[config.mk]
export PLATFORM = sky130hd
export DESIGN_NAME = pcif_ctrl
export DESIGN_NICKNAME = d
export VERILOG_FILES = /design/src/rtl/pcif_pkg.sv /design/src/rtl/pcif_sync.sv /design/src/rtl/pcif_edge.sv /design/src/rtl/pcif_irq_chan.sv /design/src/rtl/pcif_dma.sv /design/src/rtl/pcif_ctrl.sv
export SDC_FILE = /design/constraint.sdc
export NUM_CORES = 1
export LEC_CHECK = 0
export BUFFER_PORTS_ARGS = -buffer_cell sky130_fd_sc_hd__buf_4
export CELL_PAD_IN_SITES_DETAIL_PLACEMENT = 1
export CELL_PAD_IN_SITES_GLOBAL_PLACEMENT = 2
export CORE_MARGIN = 5
export CORE_UTILIZATION = 25
export CTS_CLUSTER_SIZE = 12
export DETAILED_ROUTE_END_ITERATION = 12
export GPL_TIMING_DRIVEN = 0
export PLACE_DENSITY = 0.78
export SLEW_MARGIN = 15
export SYNTH_ARGS = -nofsm -noshare
export SYNTH_HDL_FRONTEND = slang
export SYNTH_SLANG_ARGS = --single-unit
[constraint.sdc]
create_clock -name clk -period 1.7 [get_ports clk]
set_clock_uncertainty 0.2 [all_clocks]
set_input_delay 0.34 -clock clk [delete_from_list [all_inputs] [get_ports clk]]
set_output_delay 0.34 -clock clk [all_outputs]
set_load 0.02 [all_outputs]
[src/rtl/pcif_pkg.sv]
package pcif_pkg;
  // High-to-low transition of an active-low strobe.
  function automatic logic fall_of(input logic prev, input logic cur);
    return prev & ~cur;
  endfunction

  // Sticky bit: a set takes priority over a clear.
  function automatic logic sticky_next(input logic q, input logic set, input logic clr);
    return set | (q & ~clr);
  endfunction
endpackage

[src/rtl/pcif_sync.sv]
module pcif_sync #(
  parameter int STAGES = 2
) (
  input  logic clk,
  input  logic d,
  output logic q
);
  logic [STAGES-1:0] chain;

  always_ff @(posedge clk) chain <= {chain[STAGES-2:0], d};

  assign q = chain[STAGES-1];
endmodule

[src/rtl/pcif_edge.sv]
module pcif_edge #(
  parameter int W = 3
) (
  input  logic         clk,
  input  logic [W-1:0] stb_n,
  output logic [W-1:0] fall
);
  import pcif_pkg::*;

  // The previous level is tracked even during normalize, so a strobe held
  // low across the end of normalization does not produce a false edge.
  logic [W-1:0] prev_n;

  always_ff @(posedge clk) prev_n <= stb_n;

  for (genvar i = 0; i < W; i++) begin : g_fall
    assign fall[i] = fall_of(prev_n[i], stb_n[i]);
  end
endmodule

[src/rtl/pcif_irq_chan.sv]
module pcif_irq_chan (
  input  logic clk,
  input  logic norm,
  input  logic event_i,
  input  logic ack_n,
  input  logic en_wr,
  input  logic en_val,
  output logic req_n
);
  import pcif_pkg::*;

  logic pend_q;
  logic en_q;

  always_ff @(posedge clk) begin
    if (norm) begin
      pend_q <= 1'b0;
      en_q   <= 1'b0;
    end else begin
      pend_q <= sticky_next(pend_q, event_i, ~ack_n);
      if (en_wr) en_q <= en_val;
    end
  end

  assign req_n = ~(pend_q & en_q);

  AST_IRQ_DROP_NEEDS_ACK: assert property (@(posedge clk) disable iff (norm)
    $fell(pend_q) |-> $past(!ack_n));
  AST_IRQ_EVENT_WINS: assert property (@(posedge clk) disable iff (norm)
    event_i |=> pend_q);
  AST_IRQ_GATED: assert property (@(posedge clk) disable iff (norm)
    !req_n |-> en_q);
endmodule

[src/rtl/pcif_dma.sv]
module pcif_dma (
  input  logic clk,
  input  logic norm,
  input  logic want,
  input  logic ack_n,
  output logic req_n
);
  logic req_q;
  logic hold_q;

  always_ff @(posedge clk) begin
    if (norm) begin
      req_q  <= 1'b0;
      hold_q <= 1'b0;
    end else if (req_q && !ack_n) begin
      req_q  <= 1'b0;
      hold_q <= 1'b1;
    end else begin
      hold_q <= 1'b0;
      if (want && !hold_q) req_q <= 1'b1;
    end
  end

  assign req_n = ~req_q;

  AST_DMA_HELD: assert property (@(posedge clk) disable iff (norm)
    (req_q && ack_n) |=> req_q);
  AST_DMA_GAP: assert property (@(posedge clk) disable iff (norm)
    $fell(req_q) |=> !req_q);
endmodule

[src/rtl/pcif_ctrl.sv]
module pcif_ctrl #(
  parameter int N_IRQ       = 2,
  parameter int SYNC_STAGES = 2
) (
  input  logic             clk,
  input  logic             init_cond,
  input  logic             cmd_stb_n,
  input  logic             wdata_stb_n,
  input  logic             stat_rd_n,
  input  logic             dev_busy,
  output logic             cmd_load,
  output logic             wdata_pulse,
  output logic             reject_flag,
  output logic             norm_out,
  input  logic [N_IRQ-1:0] irq_event,
  input  logic [N_IRQ-1:0] irq_ack_n,
  input  logic             irq_en_wr_n,
  input  logic [N_IRQ-1:0] irq_en_val,
  output logic [N_IRQ-1:0] irq_req_n,
  input  logic             dma_want,
  input  logic             dma_ack_n,
  output logic             dma_req_n
);
  import pcif_pkg::*;

  localparam int NSTB    = 3;
  localparam int IDX_CMD = 0;
  localparam int IDX_DAT = 1;
  localparam int IDX_STA = 2;

  logic            norm;
  logic [NSTB-1:0] stb_fall;
  logic            cmd_accept;
  logic            cmd_refuse;
  logic            load_q, wpulse_q, rej_q;

  pcif_sync #(.STAGES(SYNC_STAGES)) u_sync (
    .clk (clk),
    .d   (init_cond),
    .q   (norm)
  );

  pcif_edge #(.W(NSTB)) u_edge (
    .clk   (clk),
    .stb_n ({stat_rd_n, wdata_stb_n, cmd_stb_n}),
    .fall  (stb_fall)
  );

  // Interlock: a command edge is accepted only when the work area is idle.
  assign cmd_accept = stb_fall[IDX_CMD] & ~dev_busy;
  assign cmd_refuse = stb_fall[IDX_CMD] &  dev_busy;

  always_ff @(posedge clk) begin
    if (norm) begin
      load_q   <= 1'b0;
      wpulse_q <= 1'b0;
      rej_q    <= 1'b0;
    end else begin
      load_q   <= cmd_accept;
      wpulse_q <= stb_fall[IDX_DAT];
      rej_q    <= sticky_next(rej_q, cmd_refuse, stb_fall[IDX_STA]);
    end
  end

  for (genvar i = 0; i < N_IRQ; i++) begin : g_irq
    pcif_irq_chan u_chan (
      .clk     (clk),
      .norm    (norm),
      .event_i (irq_event[i]),
      .ack_n   (irq_ack_n[i]),
      .en_wr   (~irq_en_wr_n),
      .en_val  (irq_en_val[i]),
      .req_n   (irq_req_n[i])
    );
  end

  pcif_dma u_dma (
    .clk   (clk),
    .norm  (norm),
    .want  (dma_want),
    .ack_n (dma_ack_n),
    .req_n (dma_req_n)
  );

  assign cmd_load    = load_q;
  assign wdata_pulse = wpulse_q;
  assign reject_flag = rej_q;
  assign norm_out    = norm;

  AST_LOAD_ONE_CYCLE: assert property (@(posedge clk) disable iff (norm)
    cmd_load |=> !cmd_load);
  AST_LOAD_NOT_BUSY: assert property (@(posedge clk) disable iff (norm)
    cmd_load |-> $past(!dev_busy));
  AST_REJ_AFTER_BUSY: assert property (@(posedge clk) disable iff (norm)
    $rose(reject_flag) |-> $past(dev_busy));
  AST_WDATA_ONE_CYCLE: assert property (@(posedge clk) disable iff (norm)
    wdata_pulse |=> !wdata_pulse);
  AST_NORM_CLEARS: assert property (@(posedge clk)
    norm |=> (&irq_req_n && dma_req_n && !reject_flag && !cmd_load && !wdata_pulse));
  AST_NORM_FROM_INIT: assert property (@(posedge clk)
    $rose(norm) |-> $past(init_cond));
endmodule

# Yosys cells after proc, flatten, opt, wreduce, memory -nomap -nowiden
# Cells that the tools add are included.
# Widths: inputs -> output; s select.
[totals]
register_bits = 14
input_bits = 15
output_inout_bits = 7
wordCells = 38
[classes]
n_mux = 1
bitwise = 21
n_reduce_logical = 5
[ops]
columns = ["cell", "n"]
rows = [
  ["$and 1x1->1", 10],
  ["$not 1->1", 8],
  ["$or 1x1->1", 3],
  ["$logic_and 1x1->1", 2],
  ["$logic_not 1->1", 2],
  ["$reduce_or 2->1", 1],
  ["$mux 1", 1],
]

# Depth between registers and ports, before layout
[logic_depth]
word_depth = 5
depth_mapped = 3
mapped_depth_nobuf = 2

# By module
# Synthesis repeated with hierarchy kept, for this count alone.
[hier_totals]
cells_unflattened = 38
hier_area_um2 = 436.7
[by_module_without_submodules]
columns = ["mod", "instances", "cells_per_inst", "area_per_inst_um2"]
rows = [
  ["pcif_irq_chan", 2, 7, 66.3],
  ["pcif_edge", 1, 6, 101.3],
  ["pcif_ctrl", 1, 9, 96.3],
  ["pcif_dma", 1, 7, 66.3],
  ["pcif_sync", 1, 2, 40.0],
]

# Worst setup path after synthesis
# No wires, ideal clock.
[synth_path]
kind = "register -> register"
startpoint = "reg u_sync.chain[1]"
endpoint = "reg rej_q, in the netlist reject_flag"
setup_time_ps = 122
arrival_time_ps = 811
setup_slack_ps = 567
stages_incl_launch_ff = 4
n_path_buf = 1
path_cell_list = "dfxtp_1 > buf_2 > nand4bb_1 > o21ai_0"
[synth_lines]
columns = ["item", "line_no", "source"]
rows = [
  ["from (decl)", "pcif_sync.sv:8", "logic [STAGES-1:0] chain;"],
  ["from (signal assigned)", "pcif_sync.sv:10", "always_ff @(posedge clk) chain <= {chain[STAGES-2:0], d};"],
  ["to (signal assigned)", "pcif_ctrl.sv:61", "rej_q <= sticky_next(rej_q, cmd_refuse, stb_fall[IDX_STA]);"],
  ["to (decl)", "pcif_ctrl.sv:35", "logic load_q, wpulse_q, rej_q;"],
]

# Worst setup path after layout
[layout_path]
startpoint = "reg g_irq[0].u_chan.pend_q"
endpoint = "out irq_req_n[0]"
[layout_between]
elab_chain_len = 2
[layout_rtl]
columns = ["item", "line_no", "source"]
rows = [
  ["from (decl)", "pcif_irq_chan.sv:12", "logic pend_q;"],
  ["from (signal assigned)", "pcif_irq_chan.sv:20", "pend_q <= sticky_next(pend_q, event_i, ~ack_n);"],
  ["$and 1x1->1", "pcif_irq_chan.sv:25", "assign req_n = ~(pend_q & en_q);"],
  ["$not 1->1", "pcif_irq_chan.sv:25", ""],
  ["to (decl)", "pcif_ctrl.sv:19", "output logic [N_IRQ-1:0] irq_req_n,"],
]
# Every way passes these cells.

==> metrics <==
status finished clean; H-tree Lvls 1; number of buffers added on ports 21; final critical-path required period 1470 ps; Avg Synthesized Cell Area around 11 um^2; LEAKAGE 0.315 nW; latest clock arrival within the worst-skew pair around 280 ps; worst-margin pin slew around 230 ps; Reg clk slew, reported paths roughly 80 ps; nature of the critical path startpoint flip-flop; Slew Viols, Final 0; # DRC 0; DR vias/cell roughly 4.4; final setup fails 0; setup TNS 0 ps; CTS buffer count 3; Placer Congestion approximately 0.7; antenna fix cells 0; CP Max Fanout 2; Cells after Synth 38; f_max slightly below 700 MHz; die height 51.2 um; RSZ-0062 raised after global routing no; Peak VDD IR 0.538 mV; post-route ant nets 0; CTS max path bufs 2; WL per Instance 10.8 um; period utilisation layout 0.866; number of global-route vias before repair roughly 370; Die ar. ~2600 um^2; area delta synth->final 62.2%; CP arrival roughly 930 ps; YS warnings 0; post_cts resized 0; core area roughly 1600 um^2; Overall Global Routing Usage 0.0834; Pwr Total around 0.66 mW; grt total ovfl 0; Initial Util 0.272; drt total wl about 900 um; maxcap violations 0; final net count 84; # placed instances 75; Fillers 170; initial antenna violation count 0; # IOs 22; final number of hold-violating endpoints 0; Register Area 280 um^2; Seq cells post-synth 14; layout cell share with drive strength beyond 1 0.412; register area share after synthesis 0.661; Hold Crit Class input port to flip-flop; Die Wd around 51 um; Netlist cell types 16; DRT iter0 DRCs 1; Root Buffer clkbuf_4; CTS tree yes; area of the multi-input gates approximately 120 um^2; pwr dens about 960 nW/um^2; 1st-pass router iterations 2; Std-Cell Rows 14; first-pass GRT wire length approximately 1.5 mm; Final Non-Filler Cells 84; kind of critical path flip-flop to output pin; Num Clock Sinks 14; Post-Syn Area around 420 um^2; pin count of the biggest net entering global routing 11; Slew HR 0.847; Detail Placement HPWL a little under 700 um; DR vias roughly 370; synthesized net count 53; CP Capture Type output pin; worst path required time ~1200 ps
-- cell usage in the layout (no fill, tap or decap), drive strengths merged, types with 2 or more instances in the layout --
master	synthesis	final
nand2	3	3
mux2i	2	2
dlygate4sd3	0	5
buf	3	24
nor2	4	4
dfxtp	14	14
clkbuf	0	4
a21oi	3	3
-- final cells by class --
cell class | count | area share
Timing Repair Buffer | 26 | 0.302
Sequential cell | 14 | 0.407
Tap cell | 16 | 0.0291
Multi-Input combinational cell | 20 | 0.175
Inverter | 1 | 0.00545
Clock buffer | 4 | 0.0527
Buffer | 3 | 0.0291
-- worst paths after layout --
| kind | slack, ps | start | cells after the start | end |
|---|---|---|---|---|
| min reg2reg | 130 | u_sync.chain[0]$_DFF_P_ | 0 | u_sync.chain[1]$_DFF_P_ |
| max | 230 | g_irq[0].u_chan.pend_q$_SDFF_PP0_ | 3 | irq_req_n[0] |
| min | 40 | dma_ack_n | 2 | u_dma.hold_q$_SDFF_PP0_ |
| max reg2reg | 610 | u_dma.req_q$_SDFFE_PP0P_ | 2 | u_dma.req_q$_SDFFE_PP0P_ |
-- power breakdown --
group	switching (mW)	leakage [nW]	total, mW	internal (mW)
clock network	0.102	0.0210	0.232	0.130
registers	0.00667	0.116	0.352	0.345
logic	0.0301	0.177	0.0790	0.0489
-- logic make-up after synthesis --
kind of cell	Yosys count	share of synthesized area
mux	2	0.0472
buf+inv	4	0.0560
flops	14	0.661
compound gates	4	0.0472
simple gates	14	0.189
-- critical path: stages, from the launching register on --
cell,delay [ps]
dfxtp_1,340
nand2_1,50
buf_4,120
buf_4,140
-- synthesized netlist by cell type (all sizes together) --
master | number | area share
dfxtp | 14 | 0.66
nor2 | 4 | 0.035
a21oi | 3 | 0.035
buf | 3 | 0.047
nand2 | 3 | 0.027
mux2i | 2 | 0.047
inv | 1 | 0.0088
nand2b | 1 | 0.015
nand4bb | 1 | 0.027
nor2b | 1 | 0.015
nor3 | 1 | 0.012
nor3b | 1 | 0.018
nor4b | 1 | 0.021
o21ai | 1 | 0.012
or3b | 1 | 0.021
-- stage by stage --
| stage | worst slack, ps | instance area, um^2 | hold slack, ps | util |
|---|---|---|---|---|
| final | 227 | 688 | 35.2 | 0.441 |
| after global routing | 158 | 688 | 9.62 | 0.441 |
| after CTS | 204 | 678 | 9.21 | 0.435 |
| after detailed placement | 529 | 602 | 116 | 0.386 |
| after global placement | 534 | 602 | 111 | 0.386 |
| after floorplan | 567 | 424 | 110 | - |
-- what timing repair did --
action                                 4_1_cts  5_1_grt
hold buffers                                 4        1
endpoints found under the hold margin        4        1
buffers inserted                             0        0
-- metal layers --
metal / GRT usage / up-vias / part of all wire
li1: - / 183 / -
met1: 0.0694 / 168 / 0.37
met2: 0.127 / 16 / 0.47
met3: 0.0785 / 5 / 0.15
met4: 0.0538 / 0 / 0.020
met5: 0 / - / 0
-- flip-flops by register name, summed over array words and instances (netlist names) --
name and count:
g_irq.u_chan.en_q 2, g_irq.u_chan.pend_q 2, cmd_load 1, u_sync.chain 2, reject_flag 1, wdata_pulse 1
u_dma.req_q 1, u_dma.hold_q 1, u_edge.prev_n 3
Note: power is estimated with default switching activity, not from simulation.
